File: src/rtl/odp_pkg.sv
package odp_pkg;
  typedef enum logic [1:0] {T_DET, T_REL, T_RST, T_SMP} timSel_e;

  typedef struct packed {
    logic    start;
    logic    stop;
    timSel_e sel;
  } timStb_t;

  typedef enum logic [2:0] {
    S_NORMAL, S_DETECT, S_SLEEP, S_RESET, S_WAIT, S_RELEASE, S_SAMPLE
  } odpState_e;
endpackage

File: src/rtl/odp_timer.sv
module odp_timer
  import odp_pkg::*;
#(
  parameter int UV_DLY   = 6,
  parameter int OV_DLY   = 4,
  parameter int HOLD_DLY = 3,
  parameter int REL_DLY  = 5,
  parameter int SMP_DLY  = 4
) (
  input  logic    clk,
  input  logic    rstN,
  input  logic    tick,
  input  timStb_t stb,
  output logic    expired
);
  localparam int RST_DLY = ((OV_DLY > UV_DLY) ? OV_DLY : UV_DLY) + HOLD_DLY;
  localparam int MAX_A   = (UV_DLY > REL_DLY) ? UV_DLY : REL_DLY;
  localparam int MAX_B   = (RST_DLY > SMP_DLY) ? RST_DLY : SMP_DLY;
  localparam int MAX_DLY = (MAX_A > MAX_B) ? MAX_A : MAX_B;
  localparam int CNT_W   = $clog2(MAX_DLY + 1);

  logic [CNT_W-1:0] cnt;
  logic [CNT_W-1:0] lenSel;
  logic             active;

  always_comb begin
    case (stb.sel)
      T_DET:   lenSel = CNT_W'(UV_DLY);
      T_REL:   lenSel = CNT_W'(REL_DLY);
      T_RST:   lenSel = CNT_W'(RST_DLY);
      default: lenSel = CNT_W'(SMP_DLY);
    endcase
  end

  always_ff @(posedge clk) begin
    if (!rstN) begin
      cnt    <= '0;
      active <= 1'b0;
    end else if (stb.start) begin
      cnt    <= lenSel;
      active <= 1'b1;
    end else if (stb.stop) begin
      active <= 1'b0;
    end else if (active && tick && cnt != '0) begin
      cnt <= cnt - 1'b1;
    end
  end

  assign expired = active && (cnt == '0);

  // an expired timer stays expired until the control stops it
  p_hold_at_zero_r3: assert property (@(posedge clk) disable iff (!rstN)
    (expired && !stb.start && !stb.stop) |=> expired);

  // without a tick the count does not move
  p_tick_gate_r3: assert property (@(posedge clk) disable iff (!rstN)
    (active && !tick && !stb.start && !stb.stop) |=> $stable(cnt));
endmodule

File: src/rtl/odp_ctrl.sv
module odp_ctrl
  import odp_pkg::*;
#(
  parameter int CELLS = 3
) (
  input  logic             clk,
  input  logic             rstN,
  input  logic [CELLS-1:0] cellUnder,
  input  logic [CELLS-1:0] cellRecov,
  input  logic             supplyWake,
  input  logic             monitorMode,
  input  logic             chargeEnable,
  input  logic             wrEn,
  input  logic             wrChg,
  input  logic             wrDis,
  input  logic             expired,
  output timStb_t          stb,
  output logic             chgFetOn,
  output logic             disFetOn,
  output logic             sleepOut,
  output logic             serialEn,
  output logic             protMode,
  output logic             detActive,
  output logic             relActive
);
  odpState_e state, nxt;
  logic chgReg, disReg, clearFet, anyUnder, allRecov, wrOk, disOk, hold;

  assign anyUnder = |cellUnder;
  assign allRecov = &cellRecov;

  always_comb begin
    nxt      = state;
    stb      = '{start: 1'b0, stop: 1'b0, sel: T_DET};
    clearFet = 1'b0;
    case (state)
      S_NORMAL: if (anyUnder) begin
        stb.start = 1'b1; stb.sel = T_DET; nxt = S_DETECT;
      end
      S_DETECT: if (!anyUnder) begin
        stb.stop = 1'b1; nxt = S_NORMAL;
      end else if (expired) begin
        stb.stop = 1'b1; clearFet = 1'b1; nxt = S_SLEEP;
      end
      S_SLEEP: if (supplyWake) begin
        stb.start = 1'b1; stb.sel = T_RST; nxt = S_RESET;
      end
      S_RESET: if (expired) begin
        stb.stop = 1'b1; nxt = S_WAIT;
      end
      S_WAIT: if (allRecov) begin
        stb.start = 1'b1;
        stb.sel   = monitorMode ? T_REL : T_SMP;
        nxt       = monitorMode ? S_RELEASE : S_SAMPLE;
      end
      S_RELEASE: if (!allRecov) begin
        stb.stop = 1'b1; nxt = S_WAIT;
      end else if (expired) begin
        stb.stop = 1'b1; nxt = S_NORMAL;
      end
      S_SAMPLE: if (expired) begin
        stb.stop = 1'b1; nxt = allRecov ? S_NORMAL : S_WAIT;
      end
      default: nxt = S_NORMAL;
    endcase
  end

  assign wrOk = (state != S_SLEEP) && (state != S_RESET);
  assign disOk = (state == S_NORMAL) || (state == S_DETECT);

  always_ff @(posedge clk) begin
    if (!rstN) begin
      state  <= S_NORMAL;
      chgReg <= 1'b0;
      disReg <= 1'b0;
    end else begin
      state <= nxt;
      if (clearFet) begin
        chgReg <= 1'b0;
        disReg <= 1'b0;
      end else if (wrEn) begin
        if (wrOk)  chgReg <= wrChg;
        if (disOk) disReg <= wrDis;
      end
    end
  end

  assign sleepOut  = (state == S_SLEEP);
  assign serialEn  = !sleepOut;
  assign protMode  = (state != S_NORMAL) && (state != S_DETECT);
  assign detActive = (state == S_DETECT);
  assign relActive = (state == S_RELEASE) || (state == S_SAMPLE);
  assign hold      = chargeEnable && anyUnder && protMode;
  assign chgFetOn  = chgReg && !hold;
  assign disFetOn  = disReg && !hold;

  p_sleep_fets_off_r4: assert property (@(posedge clk) disable iff (!rstN)
    sleepOut |-> (!chgFetOn && !disFetOn));

  p_entry_r4: assert property (@(posedge clk) disable iff (!rstN)
    (detActive && anyUnder && expired) |=> (sleepOut && protMode));

  p_window_block_r6: assert property (@(posedge clk) disable iff (!rstN)
    (state == S_SLEEP || state == S_RESET) |=> ($stable(chgReg) && $stable(disReg)));

  p_prot_dis_off_r7: assert property (@(posedge clk) disable iff (!rstN)
    protMode |-> !disFetOn);

  p_charge_hold_r10: assert property (@(posedge clk) disable iff (!rstN)
    (chargeEnable && anyUnder && protMode) |-> (!chgFetOn && !disFetOn));

  p_clear_wins_r12: assert property (@(posedge clk) disable iff (!rstN)
    (detActive && anyUnder && expired) |=> (!chgReg && !disReg));
endmodule

File: src/rtl/odp_guard.sv
module odp_guard
  import odp_pkg::*;
#(
  parameter int CELLS    = 3,
  parameter int UV_DLY   = 6,
  parameter int OV_DLY   = 4,
  parameter int HOLD_DLY = 3,
  parameter int REL_DLY  = 5,
  parameter int SMP_DLY  = 4
) (
  input  logic             clk,
  input  logic             rstN,
  input  logic             tick,
  input  logic [CELLS-1:0] cellUnder,
  input  logic [CELLS-1:0] cellRecov,
  input  logic             supplyWake,
  input  logic             monitorMode,
  input  logic             chargeEnable,
  input  logic             wrEn,
  input  logic             wrChg,
  input  logic             wrDis,
  output logic             chgFetOn,
  output logic             disFetOn,
  output logic             sleepOut,
  output logic             serialEn,
  output logic             protMode,
  output logic             detActive,
  output logic             relActive
);
  timStb_t stb;
  logic    expired;

  odp_ctrl #(.CELLS(CELLS)) uCtrl (
    .clk(clk), .rstN(rstN), .cellUnder(cellUnder), .cellRecov(cellRecov),
    .supplyWake(supplyWake), .monitorMode(monitorMode),
    .chargeEnable(chargeEnable), .wrEn(wrEn), .wrChg(wrChg), .wrDis(wrDis),
    .expired(expired), .stb(stb), .chgFetOn(chgFetOn), .disFetOn(disFetOn),
    .sleepOut(sleepOut), .serialEn(serialEn), .protMode(protMode),
    .detActive(detActive), .relActive(relActive)
  );

  odp_timer #(
    .UV_DLY(UV_DLY), .OV_DLY(OV_DLY), .HOLD_DLY(HOLD_DLY),
    .REL_DLY(REL_DLY), .SMP_DLY(SMP_DLY)
  ) uTimer (
    .clk(clk), .rstN(rstN), .tick(tick), .stb(stb), .expired(expired)
  );
endmodule

File: config.mk
export PLATFORM = sky130hd
export DESIGN_NAME = odp_guard
export DESIGN_NICKNAME = d
export VERILOG_FILES = /design/src/rtl/odp_pkg.sv /design/src/rtl/odp_timer.sv /design/src/rtl/odp_ctrl.sv /design/src/rtl/odp_guard.sv
export SDC_FILE = /design/constraint.sdc
export NUM_CORES = 1
export LEC_CHECK = 0
export BUFFER_PORTS_ARGS = -buffer_cell sky130_fd_sc_hd__buf_4
export CORE_MARGIN = 2
export CORE_UTILIZATION = 48
export CTS_BUF_LIST = sky130_fd_sc_hd__clkbuf_16
export CTS_CLUSTER_SIZE = 25
export DETAILED_ROUTE_END_ITERATION = 7
export PLACE_DENSITY_LB_ADDON = 0.12
export SLEW_MARGIN = 20
export SYNTH_ARGS = -nofsm -noshare
export SYNTH_HDL_FRONTEND = slang
export SYNTH_SLANG_ARGS = --single-unit
File: constraint.sdc
create_clock -name clk -period 3.85 [get_ports clk]
set_clock_uncertainty 0.15 [all_clocks]
set_input_delay 0.1925 -clock clk [delete_from_list [all_inputs] [get_ports clk]]
set_output_delay 0.1925 -clock clk [all_outputs]
set_load 0.01 [all_outputs]
==> results_dict.tcl <==
set metrics [dict create \
    outcome "completed" \
    min_to "uCtrl.chgReg$_SDFFE_PP0P_" \
    ys_ff_latch 10 \
    clkPwrFrac 0.267 \
    grt_use_total 0.200 \
    synth-main-ff-cell "dfxtp_1" \
    syn_avg_cell_area_um2 7.45 \
    antenna_left 0 \
    rows 14 \
    dp_slack_ns 1.84 \
    placed_cells 141 \
    tns_ns 0 \
    clockBufferDepth 2 \
    grt_pass1_vias 703 \
    leakage_nw 0.446 \
    dieHeight_um 44.9 \
    hold_violations 0 \
    cp_slowest_cell "dfxtp_1" \
    area_delta_synth_final_pct 29.9 \
    gp_congestion 0.902 \
    fill_cells 137 \
    startpoint "uCtrl.state[2]$_SDFFE_PN0P_" \
    setup.worst_path.class "reg -> reg" \
    synth-edff-count 0 \
    worstSkewPairLatency_ns 0.23 \
    crit_family "flip-flops" \
    r2r-end "uTimer.cnt[3]$_SDFFE_PN0P_" \
    drive_above_1_share 0.240 \
    ys_seq_area_frac 0.249 \
    nets 150 \
    fin_worst_hold_slack_ns 0.0694 \
    period_share 0.540 \
    synth_cell_types 37 \
    period_minus_slack_ns 2.08 \
    crit_buf_inv 2 \
    place_hpwl_um 1410 \
    switching_share 0.377 \
    switching_power_uw 260 \
    p_int_uw 429 \
    cp_cell_sequence "inv_1, nand2_1, nor2_1, a21oi_1, inv_1, ha_1, o21ai_0, a21oi_1" \
    layout_commonest_cell "buf_4" \
    wire_per_inst_um 13.0 \
    start_util 0.522 \
    num_vias 854 \
    drcViolationCount 0 \
    reg2reg_depth 8 \
    power_uw 689 \
    grt_antenna_before_repair 0 \
    rsz0062_at_grt "false" \
    cts_root_buffer "clkbuf_16" \
    io_pins 22 \
    core_mm2 0.00154 \
    post_cts_resized 0 \
    dieArea_mm2 0.00202 \
    setup_viol_count_final 0 \
    max_slew_margin 0.630 \
    reg2reg_slack_ns 1.77 \
    cts_setup_buffers 0 \
    final_core_util 0.678 \
    hold_class "in -> reg" \
    gr-total-overflow 0 \
    htreeDepth 1 \
    worst_pin_slew_ns 0.547 \
    final_cell_mix "buf_4, nand2_1, a21oi_1" \
    min_path_cells 3 \
    r2r_start "uCtrl.state[2]$_SDFFE_PN0P_" \
    die_w_um 44.9 \
    drt_iter0_drc 28 \
    wl_um 1890 \
    stdcell_area_mm2 0.00104 \
    path_clk_slew_ns 0.04 \
    grt_pass1_wl_um 2970 \
    critPathLaunchType "register" \
    grt_max_degree 16 \
    cp_max_fo 15 \
    combinationalPowerShare 0.452 \
    cp-end-kind "register" \
    antenna_cells 0 \
    async_flop_share 0 \
    drt_first_pass_iters 5 \
    cap_violations 0 \
    arrival_ns 2.04 \
    ys_warn_count 0 \
    place_area_um2 966 \
    syn_inst 108 \
    cts_buffers 3 \
    power_per_cell_area_mw_per_mm2 659 \
    min_from "wrChg" \
    ir_worst_vdd_mv 0.341 \
    critPathMaxStageDelay_ns 0.62 \
    setup_slack_ns 1.77 \
    cts_tree "done" \
    port_buffers 21 \
    max_freq_mhz 481 \
    p_seq_frac 0.281 \
    netlist_area_um2 805 \
    slew_viol_final 0 \
    synth_nets 128 \
    final_cells 145 \
    viasPerCell 5.89 \
    clock_sinks 10 \
    hold_buffers 0 \
    crit_required_ns 3.81 \
]
-- cell usage after synthesis, types with 3 or more instances --
cell      count  area share
a21oi_1      12       0.075
clkbuf_1      3       0.014
dfxtp_1      10        0.25
ha_1          5       0.078
inv_1         6       0.028
nand2_1      13       0.061
nand3_1       5       0.031
nor2_1        9       0.042
nor3_1        3       0.019
o21ai_0       6       0.037
xnor2_1       3       0.033
-- kinds of logic after synthesis --
family,Yosys count,synth area share
and+or+nand+nor,47,0.314
AOI/OAI and AO/OA,31,0.257
buffers and inverters,10,0.0482
DFF,10,0.249
xor gates and xnor gates,5,0.0544
adders and majority gates,5,0.0778
-- flip-flops by register name (all words and copies together), names as in the netlist --
signal / flops
uCtrl.chgReg: 1
uTimer.active: 1
uTimer.cnt: 4
uCtrl.state: 3
uCtrl.disReg: 1
-- power groups by stage --
stage	sequential, mW	clock (mW)	combinational, mW
3_5_place_dp	0.194	0	0.309
3_3_place_gp	0.191	0	0.308
2_1_floorplan	0.164	0	0.253
4_1_cts	0.191	0.185	0.313
6_report	0.194	0.184	0.311
5_1_grt	0.201	0.191	0.350
-- how the worst max path moves through the flow --
| stage | end | slack (ns) | cells past startpoint |
|---|---|---|---|
| after floorplan | uTimer.cnt[0]$_SDFFE_PN0P_ | 1.96 | 7 |
| after global placement | uCtrl.state[1]$_SDFFE_PN0P_ | 1.88 | 5 |
| after detailed placement | uTimer.cnt[0]$_SDFFE_PN0P_ | 1.84 | 7 |
| after CTS | uTimer.cnt[2]$_SDFFE_PN0P_ | 1.83 | 9 |
| after global routing | uTimer.cnt[0]$_SDFFE_PN0P_ | 1.60 | 7 |
| final | uTimer.cnt[3]$_SDFFE_PN0P_ | 1.77 | 8 |
-- per-layer routing --
| layer | wire length (um) | GRT usage | up-vias |
|---|---|---|---|
| met4 | 13 | 0.0706 | 0 |
| met3 | 140 | 0.0400 | 2 |
| met1 | 858 | 0.276 | 393 |
| met5 | 0 | 0 | - |
| li1 | - | - | 431 |
| met2 | 877 | 0.309 | 28 |
-- final cells by class --
type	count	area, um2	share of cell area
Clock buffer	3	75.1	0.0719
Multi-Input combinational cell	88	566	0.541
Timing Repair Buffer	21	158	0.151
Sequential cell	10	200	0.192
Clock inverter	1	3.75	0.00359
Inverter	6	22.5	0.0216
Tap cell	16	20.0	0.0192
-- worst register-to-register path: stages (launching register included) --
cell,delay (ns)
dfxtp_1,0.62
inv_1,0.22
nand2_1,0.20
nor2_1,0.09
a21oi_1,0.21
inv_1,0.08
ha_1,0.17
o21ai_0,0.17
a21oi_1,0.05
(Power assumes the default switching activity.)
